===== config.mk =====
export PLATFORM = sky130hd
export DESIGN_NAME = opsnoop_port
export DESIGN_NICKNAME = d
export VERILOG_FILES = /design/src/rtl/opsnoop_pkg.sv /design/src/rtl/opsnoop_match.sv /design/src/rtl/opsnoop_hold.sv /design/src/rtl/opsnoop_port.sv
export SDC_FILE = /design/constraint.sdc
export NUM_CORES = 1
export LEC_CHECK = 0
export ABC_AREA = 1
export BUFFER_PORTS_ARGS = -buffer_cell sky130_fd_sc_hd__buf_2
export CORE_AREA = 10 10 47 49
export CTS_CLUSTER_SIZE = 24
export DETAILED_ROUTE_END_ITERATION = 6
export DIE_AREA = 0 0 57 59
export PLACE_DENSITY = 0.62
export REMOVE_ABC_BUFFERS = 1
export SLEW_MARGIN = 20
export SYNTH_ARGS = -nofsm -noshare
export SYNTH_HDL_FRONTEND = slang
export SYNTH_SLANG_ARGS = --single-unit

===== constraint.sdc =====
create_clock -name clk_i -period 0.8 [get_ports clk_i]
set_input_delay 0.08 -clock clk_i [delete_from_list [all_inputs] [get_ports clk_i]]
set_output_delay 0.08 -clock clk_i [all_outputs]
set_load 0.005 [all_outputs]

===== src/rtl/opsnoop_pkg.sv =====
package opsnoop_pkg;
    parameter int unsigned OP_W   = 8;
    parameter int unsigned TAG_W  = 3;
    parameter int unsigned PORT_W = OP_W - TAG_W;
    parameter logic [TAG_W-1:0] TAG_VAL = 3'b011;
    parameter int unsigned N_EXCL = 2;
    parameter logic [OP_W-1:0] EXCL_CODES [N_EXCL] = '{8'hCB, 8'hDB};

    typedef enum logic {
        PORT_WIDE   = 1'b0,
        PORT_NARROW = 1'b1
    } port_mode_e;

    typedef struct packed {
        logic [PORT_W-1:0] val;
        logic              upd;
    } hold_st_t;
endpackage


===== src/rtl/opsnoop_match.sv =====
module opsnoop_match
    import opsnoop_pkg::*;
(
    input  logic              sync_i,
    input  logic [OP_W-1:0]   op_i,
    input  port_mode_e        mode_i,
    input  logic              excl_en_i,
    output logic              hit_o,
    output logic [PORT_W-1:0] val_o
);
    localparam int unsigned NARROW_W = PORT_W - 1;

    logic [N_EXCL-1:0] code_eq;
    logic              tag_ok;
    logic              excluded;

    for (genvar gi = 0; gi < N_EXCL; gi++) begin : g_excl
        assign code_eq[gi] = (op_i == EXCL_CODES[gi]);
    end

    assign tag_ok   = (op_i[TAG_W-1:0] == TAG_VAL);
    assign excluded = excl_en_i && (|code_eq);

    always_comb begin
        hit_o = 1'b0;
        val_o = '0;
        if (sync_i && tag_ok) begin
            if (mode_i == PORT_NARROW) begin
                hit_o = !op_i[TAG_W];
                val_o = {1'b0, op_i[OP_W-1 -: NARROW_W]};
            end else begin
                hit_o = !excluded;
                val_o = op_i[OP_W-1 -: PORT_W];
            end
        end
    end
endmodule


===== src/rtl/opsnoop_hold.sv =====
module opsnoop_hold
    import opsnoop_pkg::*;
(
    input  logic              clk_i,
    input  logic              rst_i,
    input  logic              take_i,
    input  logic [PORT_W-1:0] val_i,
    output logic [PORT_W-1:0] port_o,
    output logic              upd_o
);
    hold_st_t st_d, st_q;

    always_comb begin
        st_d     = st_q;
        st_d.upd = take_i;
        if (take_i) begin
            st_d.val = val_i;
        end
    end

    always_ff @(posedge clk_i) begin
        if (rst_i) begin
            st_q <= '0;
        end else begin
            st_q <= st_d;
        end
    end

    assign port_o = st_q.val;
    assign upd_o  = st_q.upd;
endmodule


===== src/rtl/opsnoop_port.sv =====
module opsnoop_port
    import opsnoop_pkg::*;
(
    input  logic              clk_i,
    input  logic              rst_i,
    input  logic              sync_i,
    input  logic [OP_W-1:0]   data_i,
    input  logic              nib_mode_i,
    input  logic              excl_en_i,
    output logic [PORT_W-1:0] port_o,
    output logic              upd_o
);
    logic              hit;
    logic [PORT_W-1:0] hit_val;
    port_mode_e        mode;

    assign mode = port_mode_e'(nib_mode_i);

    opsnoop_match u_match (
        .sync_i    (sync_i),
        .op_i      (data_i),
        .mode_i    (mode),
        .excl_en_i (excl_en_i),
        .hit_o     (hit),
        .val_o     (hit_val)
    );

    opsnoop_hold u_hold (
        .clk_i  (clk_i),
        .rst_i  (rst_i),
        .take_i (hit),
        .val_i  (hit_val),
        .port_o (port_o),
        .upd_o  (upd_o)
    );
endmodule


Yosys cells after proc, flatten, opt, wreduce, memory -nomap -nowiden
Index checks and enable logic that the tools add are counted.
{"block": "word_totals", "reg_bits": 6, "latchBits": 0, "ram_bits": 0, "mem_bits_ro": 0, "elab_cells": 14, "mem_count": 0}
{"block": "classes", "add_sub_neg": 0, "mul": 0, "div": 0, "n_lt_le_gt_ge": 0, "n_eq_ne": 3, "n_shift": 0, "mux": 4, "bitwise": 0, "n_reduce_logical": 5}
{"op": "== test 8 bit (second input constant)", "n": 2}
{"op": "two-way mux 5 bit", "n": 2}
{"op": "== test 3 x 2 -> 1 bit (second input constant)", "n": 1}
{"op": "logical AND 1 bit", "n": 2}
{"op": "zero test 1 bit", "n": 2}
{"op": "two-way mux 1 bit", "n": 2}
{"op": "OR reduction 2 bit", "n": 1}

Depth between registers and ports, before layout
{"block": "depth", "ltp_word": 6, "mapped_depth": 8}

By module
A second synthesis with hierarchy kept.
{"block": "hier_totals", "cells_unflattened": 60, "area_unflattened_um2": 381.6}
{"module": "opsnoop_hold", "instances": 1, "cells_each": 35, "area_per_inst_um2": 249.0, "seq_area_each_um2": 120.1}
{"module": "opsnoop_match", "instances": 1, "cells_each": 25, "area_per_inst_um2": 132.6, "seq_area_each_um2": 0.0}

Worst setup path after synthesis
Ideal clock, no wire load.
{"block": "synth_path", "path_type": "in2reg", "from": "input data_i[6]", "to": "register u_hold.st_q, in the netlist u_hold.port_o[1]", "t_arrival_ps": 548, "setup_slack_ps": 137, "stages": 7, "cell_sequence": "inv_1 -> nor2_1 -> nand2_1 -> nand2_2 -> nand2_4 -> a21oi_1 -> nor2_1"}
{"block": "synth_via", "elab_chain_cells": 6}
{"element": "start, declared", "line_no": "opsnoop_port.sv:7", "text": "input logic [OP_W-1:0] data_i,"}
{"element": "== test 8 bit", "line_no": "opsnoop_match.sv:18", "text": "assign code_eq[gi] = (op_i == EXCL_CODES[gi]);"}
{"element": "OR reduction 2 bit (*)", "line_no": "opsnoop_match.sv:22", "text": "assign excluded = excl_en_i && (|code_eq);"}
{"element": "logical AND 1 bit (*)", "line_no": "opsnoop_match.sv:22"}
{"element": "zero test 1 bit (*)", "line_no": "opsnoop_match.sv:32", "text": "hit_o = !excluded;"}
{"element": "two-way mux 1 bit (*)", "line_no": "opsnoop_match.sv:28", "text": "if (mode_i == PORT_NARROW) begin"}
{"element": "two-way mux 1 bit (*)", "line_no": "opsnoop_match.sv:27", "text": "if (sync_i && tag_ok) begin"}
{"element": "end signal, assigned", "line_no": "opsnoop_hold.sv:25", "text": "st_q <= st_d;"}
{"element": "end, declared", "line_no": "opsnoop_hold.sv:11", "text": "hold_st_t st_d, st_q;"}
Every way passes the cells marked *; elsewhere a longest branch is shown, timed or not.
A chain may end at the register's enable or synchronous reset.

Final worst setup path
{"block": "layout_path", "from": "register u_hold.st_q, in the netlist u_hold.port_o[3]", "to": "output port_o[3]"}
{"element": "end, declared", "line_no": "opsnoop_port.sv:10", "text": "output logic [PORT_W-1:0] port_o,"}
No word-level cell between the ends.

==> impl_metrics.env <==
export IMPL_cts_setup_buffers=0
export IMPL_antenna_found_initial=0
export IMPL_max_freq_mhz=1330
export IMPL_r2r_start="u_hold.port_o[3]$_SDFFE_PP0P_"
export IMPL_path_class="reg -> out"
export IMPL_rrSetupSlack_ns=0.19
export IMPL_synthCells=50
export IMPL_cts_resized_gates=0
export IMPL_maxCapViolations=0
export IMPL_crit_path_end_kind="output port"
export IMPL_hp_start="rst_i"
export IMPL_crit_chain="buf_2"
export IMPL_startpoint="u_hold.port_o[3]$_SDFFE_PP0P_"
export IMPL_power_leakage_nw=0.2633
export IMPL_grt_first_pass_wirelength_microns=1469
export IMPL_crit_required_ns=0.72
export IMPL_hpwlAfterDp_microns=708.3
export IMPL_gp_congestion=0.7814
export IMPL_drc=0
export IMPL_ir_drop_mv=0.5910
export IMPL_syn_area_sq_um=324.1
export IMPL_io_buffers=18
export IMPL_min_to="u_hold.upd_o$_SDFF_PP0_"
export IMPL_antenna_left=0
export IMPL_clkTransAtPathRegs_ns=0.04
export IMPL_clock_sinks=6
export IMPL_cts_root_buffer="clkbuf_4"
export IMPL_grt_max_degree=11
export IMPL_die_h_microns=59
export IMPL_wl_per_cell_microns=9.876
export IMPL_avgViaCountPerCell=4.337
export IMPL_cts_buffer_depth=2
export IMPL_grt_pass1_vias=338
export IMPL_rows=14
export IMPL_fp_dieArea_sq_um=3363
export IMPL_drtIter0Drc=9
export IMPL_cpPeakStageDelay_ns=0.31
export IMPL_layout_common_cells="18 x buf_2, 12 x nand2_1, 8 x nor2_1"
export IMPL_arrival_ns=0.67
export IMPL_num_vias=386
export IMPL_setup_tns_final_ns=0
export IMPL_rr_worst_depth=2
export IMPL_maxSlewViolCount=0
export IMPL_synth_seq_area_share_pct=37.07
export IMPL_tritoncts="done"
export IMPL_p_total_mw=0.7105
export IMPL_skew_ns=0
export IMPL_cp_start_kind="flop"
export IMPL_first_pass_iters=4
export IMPL_tightestPinTransition_ns=0.2134
export IMPL_period_share_pct=94.02
export IMPL_top_level_ports=19
export IMPL_final_net_count=88
export IMPL_hold_viol=0
export IMPL_yosysWarnings=0
export IMPL_crit_fanout=2
export IMPL_fin_crit_ns=0.7521
export IMPL_initial_core_util_pct=23.13
export IMPL_grt_util_all_layers_pct=5.852
export IMPL_clk_latency_ns=0.24
export IMPL_critPathBufInv=1
export IMPL_syn_area_per_cell_sq_um=6.481
export IMPL_cts_buffers=3
export IMPL_cp_top_family="flip-flops"
export IMPL_rsz0062_at_grt="false"
export IMPL_core_area_sq_um=1401
export IMPL_final_common_cell="buf_2"
export IMPL_synthToLayoutAreaGrowth_pct=47.49
export IMPL_holdCritPathClass="in -> reg"
export IMPL_ys_ff_latch=6
export IMPL_outcome="complete, no violations"
export IMPL_synth_cell_types=12
export IMPL_cts_hold_buf=0
export IMPL_hold_depth=2
export IMPL_gr_total_overflow=0
export IMPL_diodes=0
export IMPL_power_density_nw_per_um2=1487
export IMPL_drive_gt1_share_pct=43.84
export IMPL_h_tree_depth=1
export IMPL_fill_cells=177
export IMPL_slowest_stage="dfxtp_2"
export IMPL_setup_violations=0
export IMPL_drt_total_wl_microns=879
export IMPL_die_x_microns=57
export IMPL_relSlewSlack_pct=85.74
export IMPL_rr_endpoint="u_hold.port_o[3]$_SDFFE_PP0P_"
## logic make-up (layout without fill, tap and decap cells)
family	count (synthesis)	after routing	synth area share [%]
AO/OA/AOI/OAI	9	9	15.44
buffers and inverters	8	31	9.267
flip-flops	6	6	37.07
AND/OR/NAND/NOR	27	27	38.22
## cells in the mapped netlist, drive strengths merged
cell | n | area [sq um]
nor2 | 9 | 41.29
o21a | 1 | 7.510
a21oi | 7 | 35.03
dfxtp | 6 | 120.1
nand2 | 14 | 62.56
o211ai | 1 | 7.510
nand3 | 4 | 20.02
inv | 8 | 30.03
## stage by stage
step           setup slack (ns)  std cells  util, %  area [sq um]  hold slack (ns)
2_1_floorplan            0.1371         50        -         324.1           0.1524
3_3_place_gp           -0.02391         86    32.05         449.2           0.2573
3_5_place_dp           -0.04324         86    32.05         449.2           0.2665
4_1_cts                 0.02363         89    33.66         471.7         0.007689
5_1_grt                0.002712         89    34.11         478.0         0.003161
6_report                0.04787         89    34.11         478.0          0.01596
## flip-flops by register name, summed over array words and instances, names as in the netlist
signal,flops
u_hold.port_o,5
u_hold.upd_o,1
## power by group
group          internal (mW)  leakage, nW  total [mW]  switching (mW)
logic                 0.0587        0.198       0.124          0.0657
registers              0.310       0.0510       0.313         0.00355
clock network          0.169       0.0138       0.273           0.104
total                  0.538        0.263       0.711           0.173
## worst max path at each step
| stage | slack, ns | to | depth (start not counted) |
|---|---|---|---|
| final | 0.05 | port_o[3] | 1 |
| after floorplan | 0.14 | u_hold.port_o[1]$_SDFFE_PP0P_ | 7 |
| after global routing | 0.003 | port_o[2] | 1 |
| after detailed placement | -0.04 | u_hold.port_o[0]$_SDFFE_PP0P_ | 7 |
| after global placement | -0.02 | u_hold.port_o[1]$_SDFFE_PP0P_ | 8 |
| after CTS | 0.02 | port_o[4] | 1 |
## layer usage
metal	wire length [microns]	track usage, %	share of wire, %	vias up
met5	0	0	0	-
met4	8	4.027	0.91	0
met3	94	5.794	11	2
met2	376	7.597	43	13
met1	400	5.629	46	168
li1	-	-	-	203
## area by class of cell
| cell class | count | area (sq um) | share of cell area (%) |
|---|---|---|---|
| multi-input combinational | 36 | 173.9 | 36.39 |
| sequential | 6 | 126.4 | 26.44 |
| timing repair buffer | 20 | 105.1 | 21.99 |
| inverter | 8 | 30.03 | 6.283 |
| clock buffer | 3 | 22.52 | 4.712 |
| tap | 16 | 20.02 | 4.188 |
No activity file was read; power rests on OpenSTA's default activity.
